--- config.mk ---
export PLATFORM = sky130hd
export DESIGN_NAME = frz_seq
export DESIGN_NICKNAME = d
export VERILOG_FILES = /design/src/rtl/frz_seq.sv
export SDC_FILE = /design/constraint.sdc
export NUM_CORES = 1
export LEC_CHECK = 0
export BUFFER_PORTS_ARGS = -buffer_cell sky130_fd_sc_hd__clkbuf_2
export CAP_MARGIN = 20
export CORE_MARGIN = 1.5
export CORE_UTILIZATION = 23
export CTS_BUF_LIST = sky130_fd_sc_hd__clkbuf_8
export CTS_CLUSTER_DIAMETER = 80
export DETAILED_ROUTE_END_ITERATION = 10
export PLACE_DENSITY = 0.46
export SLEW_MARGIN = 20
export SYNTH_ARGS = -nofsm -noshare
export SYNTH_HDL_FRONTEND = slang
export SYNTH_SLANG_ARGS = --single-unit
export TNS_END_PERCENT = 20
--- constraint.sdc ---
create_clock -name clk -period 2 [get_ports clk]
set_clock_uncertainty 0.1 [all_clocks]
set_input_delay 0.2 -clock clk [delete_from_list [all_inputs] [get_ports clk]]
set_output_delay 0.2 -clock clk [all_outputs]
set_load 0.01 [all_outputs]
--- src/rtl/frz_seq.sv ---
module frz_seq #(
  parameter int N_IN = 8,
  parameter int N_OUT = 4,
  parameter int WAKE_CYCLES = 4,
  parameter bit USE_FREEZE = 1'b1,
  parameter logic [N_OUT-1:0] IDLE_PULL_EN = 4'b0110,
  parameter logic [N_OUT-1:0] IDLE_PULL_UP = 4'b0100
) (
  input  logic             clk,
  input  logic             rst_n,
  input  logic             frz_pin_n,
  input  logic             safe_grant,
  output logic             frz_req,
  output logic             pin_level,
  output logic             core_ce,
  input  logic [N_IN-1:0]  in_raw,
  output logic [N_IN-1:0]  in_core,
  input  logic [N_OUT-1:0] out_core,
  input  logic [N_OUT-1:0] out_oe_core,
  output logic [N_OUT-1:0] out_pad,
  output logic [N_OUT-1:0] out_oe,
  output logic [N_OUT-1:0] out_pull_en,
  output logic [N_OUT-1:0] out_pull_up,
  output logic             frozen
);
  localparam int CW = $clog2(WAKE_CYCLES + 1) + 1;

  typedef enum logic [1:0] {ST_RUN, ST_ASK, ST_ICE, ST_WAKE} st_t;

  st_t             st_q, st_d;
  logic [1:0]      sync_q;
  logic [CW-1:0]   cnt_q;
  logic [N_IN-1:0] in_q;
  logic            want, hold;

  always_ff @(posedge clk or negedge rst_n)
    if (!rst_n) sync_q <= 2'b11;
    else        sync_q <= {sync_q[0], frz_pin_n};

  assign pin_level = sync_q[1];
  assign want = USE_FREEZE && !pin_level;

  always_comb begin
    st_d = st_q;
    case (st_q)
      ST_RUN:  if (want) st_d = ST_ASK;
      ST_ASK:  if (!want) st_d = ST_RUN;
               else if (safe_grant) st_d = ST_ICE;
      ST_ICE:  if (!want) st_d = ST_WAKE;
      ST_WAKE: if (cnt_q == '0) st_d = ST_RUN;
      default: st_d = ST_RUN;
    endcase
  end

  always_ff @(posedge clk or negedge rst_n)
    if (!rst_n) begin
      st_q  <= ST_RUN;
      cnt_q <= '0;
    end else begin
      st_q <= st_d;
      if (st_q == ST_ICE && st_d == ST_WAKE) cnt_q <= CW'(WAKE_CYCLES - 1);
      else if (st_q == ST_WAKE && cnt_q != '0) cnt_q <= cnt_q - 1'b1;
    end

  assign hold    = (st_q == ST_ICE) || (st_q == ST_WAKE);
  assign frz_req = (st_q == ST_ASK);
  assign core_ce = !hold;
  assign frozen  = hold;

  always_ff @(posedge clk or negedge rst_n)
    if (!rst_n)     in_q <= '0;
    else if (!hold) in_q <= in_raw;

  assign in_core     = hold ? in_q : in_raw;
  assign out_pad     = hold ? '0 : out_core;
  assign out_oe      = hold ? '0 : out_oe_core;
  assign out_pull_en = hold ? IDLE_PULL_EN : '0;
  assign out_pull_up = hold ? IDLE_PULL_UP : '0;

  logic [CW:0] exit_cnt;
  always_ff @(posedge clk or negedge rst_n)
    if (!rst_n) exit_cnt <= '0;
    else if (frozen && pin_level) exit_cnt <= exit_cnt + 1'b1;
    else exit_cnt <= '0;

  p_enable_off_r3: assert property (@(posedge clk) disable iff (!rst_n)
    frozen |-> !core_ce);
  p_grant_enters_r2: assert property (@(posedge clk) disable iff (!rst_n)
    (frz_req && safe_grant && !pin_level) |=> frozen);
  p_entry_needs_grant_r2: assert property (@(posedge clk) disable iff (!rst_n)
    $rose(frozen) |-> $past(safe_grant) && $past(frz_req));
  p_input_held_r4: assert property (@(posedge clk) disable iff (!rst_n)
    (frozen && $past(frozen)) |-> $stable(in_core));
  p_idle_outputs_r5: assert property (@(posedge clk) disable iff (!rst_n)
    frozen |-> (out_oe == '0 && out_pull_en == IDLE_PULL_EN));
  p_withdraw_r7: assert property (@(posedge clk) disable iff (!rst_n)
    (frz_req && pin_level) |=> (!frz_req && !frozen));
  p_exit_bounded_r9: assert property (@(posedge clk) disable iff (!rst_n)
    exit_cnt <= (CW+1)'(WAKE_CYCLES + 1));

  generate
    if (!USE_FREEZE) begin : g_off
      p_never_freeze_r8: assert property (@(posedge clk) disable iff (!rst_n)
        !frz_req && !frozen);
    end
  endgenerate
endmodule

==> impl_metrics.ini, run 1 <==
[synth]
ys_seq_elements = 16
yosysMostFrequentCell = dfrtp_1
yosysUniqueCellTypes = 26
synth_top_area_share_pct = 42.4
ys_warn_count = 0
yosysTopAreaCell = dfrtp_1
synth_common_cells = dfrtp_1, nor2b_1, buf_4, mux2_2, inv_1
synth_area_per_cell_um2 = 11.0
synthCells = 75
synth-edff-count = 0
synth_area_leaders = dfrtp_1, mux2_2, buf_4
ys.flop_type = dfrtp_1
ys_seq_area_share_pct = 48.8
netlist_area_um2 = 826
async_reset_ff_share_pct = 100

[sta]
final_max_slew_viol_count = 0
fmax_mhz = 557
post-route-period-util_pct = 89.7
relSlewSlack_pct = 61.9
final.setup.tns_ns = 0
rsz0062_at_grt = false
worst-slew-pin-transition_ns = 0.572
finalHoldViolCount = 0
min_period_ns = 1.79
setup_viol = 0

[clocking]
clockBufferDepth = 2
holdBufCountCts = 2
post_cts_buffers = 0
cts_buffers = 3
cts_tree = built
htree_levels = 1
ctsResizeCount = 0
root_buffer = clkbuf_8
path_clk_slew_ns = 0.06
clk_latency_ns = 0.25
cts.sinks = 16

[worst_setup_path]
crit_path_max_incr_delay_ns = 0.70
crit_path_start_kind = register
crit_slowest_cell = dfrtp_1
cp_data_arrival_time_ns = 1.49
crit_family = flip-flops
criticalPathCategory = reg -> out
worstPathMaxFanout = 16
end_kind = output pin
cp_cell_sequence = mux2_2, clkbuf_2
critical_path_buf_inv_count = 1
required_ns = 1.70

[final_layout]
areaGrowthSynthToFinish_pct = 33.8
num_antenna_cells = 0
layout.cells.non_filler = 162
post_route_cells_drive_above_1_share_pct = 49.1
finalNetCount = 138
utilization_pct = 32.6

[routing]
remaining_drc_errors = 0
dr.pass1.iters = 4
drt_wl_total_mm = 1.64
ant_nets = 0
num_vias = 687
drt_iter0_drc = 2
wl_per_cell_um = 10.1
via_per_inst = 4.24

[global_routing]
grt.overflow.total = 0
grt_max_degree = 17
grt_pass1_vias = 659
grt_pass1_wl_mm = 2.89
antenna_found_initial = 0
track_usage_pct = 8.97

[power_and_ir_drop]
p_int_mw = 0.966
power_frac_comb_pct = 42.5
power_frac_seq_pct = 38.8
p_leak_nw = 0.550
power_density_nw_per_um2 = 1370
clockPowerShare_pct = 18.7
netSwitchingFraction_pct = 36.2
p_switching_mw = 0.548
ir_drop_mv = 0.533

[die]
die_w_um = 62.9
die_y_um = 62.9
placementRows = 21
core_um2 = 3390
start_util_pct = 24.4
die_area_um2 = 3960
ios = 48

[outcome]
status = finished, final reports clean

[placement]
dpl.hpwl_mm = 1.26
io_buffers = 42
gp_congestion = 0.702
dp.cells = 156

[hold_path]
min_path_type = in -> reg

[run]
max-cap-violations = 0
[layout make-up]
class / count / area, um2
Fill cell: 360 / 2280
Sequential cell: 16 / 403
Multi-Input combinational cell: 46 / 333
Timing Repair Buffer: 45 / 238
Tap cell: 46 / 57.6
Clock buffer: 4 / 55.1
Inverter: 5 / 18.8
[registers in the layout, summed over array words and instances (netlist names)]
name,count
in_q,8
cnt_q,4
st_q,2
sync_q,2
[stage by stage]
stage	hold WS [ns]	instance area (um2)	power (mW)	worst slack, ns
floorplan	-0.196	841	1.04	0.585
global placement	0.0443	1030	1.22	0.465
detailed placement	0.0509	1030	1.24	0.451
CTS	0.0961	1100	1.53	0.174
global route	0.0992	1100	1.64	0.130
finish	0.0993	1100	1.51	0.206
[cells by family (layout without fill, tap and decap cells)]
logic type,Yosys count,in the layout,synth area share [%]
other cells,1,5,0.454
buf+inv,17,54,12.7
compound gates,13,13,10.5
flops,16,16,48.8
simple gates,18,18,13.8
mux,9,9,12.3
fa+ha+maj,1,1,1.51
[metal layers]
layer | routed length [um] | share of wire, % | track usage (%) | up-vias
met5 | 0 | 0 | 0 | -
met1 | 687 | 42 | 10.2 | 314
met3 | 165 | 10 | 2.34 | 2
met2 | 775 | 47 | 16.0 | 44
li1 | - | - | - | 327
met4 | 14 | 0.85 | 3.33 | 0
[final timing paths]
check / from / end / slack [ns] / cells past startpoint
max: st_q[1]$_DFF_PN0_ / in_core[1] / 0.21 / 2
min: in_raw[6] / in_q[6]$_DFF_PN0_ / 0.1 / 2
max reg2reg: cnt_q[0]$_DFFE_PN0P_ / st_q[0]$_DFF_PN0_ / 0.47 / 5
min reg2reg: sync_q[0]$_DFF_PN1_ / sync_q[1]$_DFF_PN1_ / 0.26 / 0
max in group asynchronous: rst_n / sync_q[1]$_DFF_PN1_ / 1.18 / 2
min in group asynchronous: rst_n / in_q[5]$_DFF_PN0_ / 0.30 / 2
[power groups by stage]
stage,registers (mW),logic [mW],clock network [mW]
after global placement,0.583,0.638,0
after global routing,0.610,0.720,0.308
after CTS,0.588,0.655,0.292
after floorplan,0.523,0.518,0
final,0.587,0.643,0.283
after detailed placement,0.593,0.650,0
[layout by cell type (no fill, tap or decap), types with 2 or more instances in the layout]
cell type,n
dfrtp_1,14
mux2_2,8
conb_1,5
a31oi_1,4
nand2b_1,2
inv_1,5
clkbuf_8,4
dfstp_2,2
nor2b_1,9
o22ai_1,2
dlygate4sd3_1,2
o21ai_0,2
a22o_1,2
nor3b_1,2
clkbuf_2,42
Power figures use the tool's default switching activity.
==> inputs of run 2 (changes only) <==
--- a/config.mk
+++ b/config.mk
@@ -13,6 +13,7 @@
 export CTS_CLUSTER_DIAMETER = 80
 export DETAILED_ROUTE_END_ITERATION = 10
 export PLACE_DENSITY = 0.46
+export RECOVER_POWER = 100
 export SLEW_MARGIN = 20
 export SYNTH_ARGS = -nofsm -noshare
 export SYNTH_HDL_FRONTEND = slang
==> run 2 against run 1 <==
Effect of this change:
- sequential power about the same
- final cell count unchanged
- sequential share of layout area up 0.93 points
- critical endpoint is now in_core[5]
- largest cell class unchanged
- highest routed layer unchanged
==> impl_metrics.ini, run 2 (same netlist as run 1, synthesis figures left out) <==
[worst_setup_path]
crit_end = in_core[5]
worstPathMaxFanout = 16
required_ns = 1.70
rrSetupSlack_ns = 0.47
criticalPathCategory = reg -> out
crit_path_max_incr_delay_ns = 0.71
worstRegToRegCells = 5
crit_path_start_kind = register
crit_path_start = st_q[1]$_DFF_PN0_
cp_data_arrival_time_ns = 1.50
crit_slowest_cell = dfrtp_1
cp_cell_sequence = mux2_2, clkbuf_1
end_kind = output pin
reg2reg_to = st_q[0]$_DFF_PN0_
r2r_start = cnt_q[0]$_DFFE_PN0P_

[clocking]
clockBufferDepth = 2
cts_buffers = 3
path_clk_slew_ns = 0.06
cts_tree = built
clk_latency_ns = 0.25
cts.sinks = 16
htree_levels = 1
post_cts_buffers = 0
root_buffer = clkbuf_8

[power_and_ir_drop]
p_switching_mw = 0.551
power_density_nw_per_um2 = 1360
p_leak_nw = 0.481
power_mw = 1.46
ir_drop_mv = 0.532
power_frac_seq_pct = 40.3
netSwitchingFraction_pct = 37.7
p_int_mw = 0.911
power_frac_comb_pct = 40.3
clockPowerShare_pct = 19.4

[routing]
drt_iter0_drc = 3
num_vias = 691
dr.pass1.iters = 4
via_per_inst = 4.27
drt_wl_total_mm = 1.66
remaining_drc_errors = 0
ant_nets = 0
wl_per_cell_um = 10.3

[sta]
fmax_mhz = 557
fin_hold_ws_ns = 0.0887
rsz0062_at_grt = false
setup_viol = 0
final.setup.tns_ns = 0
final_max_slew_viol_count = 0
relSlewSlack_pct = 43.1
worst-slew-pin-transition_ns = 0.854
post-route-period-util_pct = 89.8
finalHoldViolCount = 0
min_period_ns = 1.80

[die]
ios = 48
start_util_pct = 24.4
die_y_um = 62.9
die_w_um = 62.9
core_um2 = 3390
placementRows = 21
die_area_um2 = 3960

[final_layout]
finalNetCount = 138
largest_registers = in_q (8), cnt_q (4)
top_register = in_q
post_route_cells_drive_above_1_share_pct = 25.0
utilization_pct = 31.8
largest_reg_flops = 8
layout_commonest_cell = clkbuf_1
num_antenna_cells = 0
final_cell_mix = clkbuf_1, clkbuf_2, dfrtp_1, nor2b_1, mux2_1
areaGrowthSynthToFinish_pct = 30.5
layout.cells.non_filler = 162

[global_routing]
track_usage_pct = 8.97
antenna_found_initial = 0
grt_pass1_wl_mm = 2.89
grt_max_degree = 17
grt.overflow.total = 0
grt_pass1_vias = 659

[outcome]
status = finished, final reports clean

[placement]
dpl.hpwl_mm = 1.26
gp_congestion = 0.702
dp.cells = 156
io_buffers = 42

[hold_path]
min_path_type = in -> reg
hold_depth = 2

[run]
max-cap-violations = 0
==> run 2: cell count changes in the layout (fill, tap and decap cells not counted) <==
| cell | previous run | this run |
|---|---|---|
| mux2_1 | 1 | 6 |
| clkbuf_1 | 0 | 22 |
| dfstp_1 | 0 | 1 |
| clkbuf_2 | 42 | 20 |
| dfstp_2 | 2 | 1 |
| mux2_2 | 8 | 3 |
==> run 2: how the worst min path moves through the flow <==
stage | end | startpoint
5_1_grt | in_q[0]$_DFF_PN0_ | in_raw[0]
3_5_place_dp | in_q[5]$_DFF_PN0_ | rst_n
4_1_cts | in_q[6]$_DFF_PN0_ | in_raw[6]
2_1_floorplan | cnt_q[0]$_DFFE_PN0P_ | rst_n
6_report | in_q[7]$_DFF_PN0_ | in_raw[7]
3_3_place_gp | in_q[6]$_DFF_PN0_ | rst_n
==> run 2: critical path: cells and delay by family (launching register included) <==
kind                   cells  cell delay (ns)
flip-flops                 1             0.71
buffers and inverters      1             0.13
multiplexers               1             0.41
==> run 2: power groups by stage <==
stage | combinational [mW] | sequential (mW) | clock [mW]
5_1_grt | 0.664 | 0.611 | 0.308
3_5_place_dp | 0.650 | 0.593 | 0
6_report | 0.589 | 0.588 | 0.284
4_1_cts | 0.655 | 0.588 | 0.292
3_3_place_gp | 0.638 | 0.583 | 0
2_1_floorplan | 0.518 | 0.523 | 0
==> run 2: area by class of cell <==
type | instances | area [um2]
sequential | 16 | 403
tap | 46 | 57.6
fill | 369 | 2310
inverter | 5 | 18.8
multi-input combinational | 46 | 333
timing repair buffer | 45 | 210
clock buffer | 4 | 55.1
==> run 2: timing repair <==
| action | 4_1_cts | 5_1_grt |
|---|---|---|
| gates resized for setup | 0 | 0 |
| hold buffers | 2 | 0 |
| endpoints found under the hold margin | 15 | 0 |
==> run 2: metal layers <==
metal / global-route usage (%) / wire length (um)
met1: 10.2 / 695
met2: 16.0 / 779
met3: 2.34 / 174
met4: 3.33 / 14
met5: 0 / 0
==> run 2: per-stage QoR <==
stage | area [um2] | setup WS [ns]
floorplan | 841 | 0.585
global placement | 1030 | 0.465
detailed placement | 1030 | 0.451
CTS | 1100 | 0.174
global route | 1080 | 0.122
finish | 1080 | 0.204
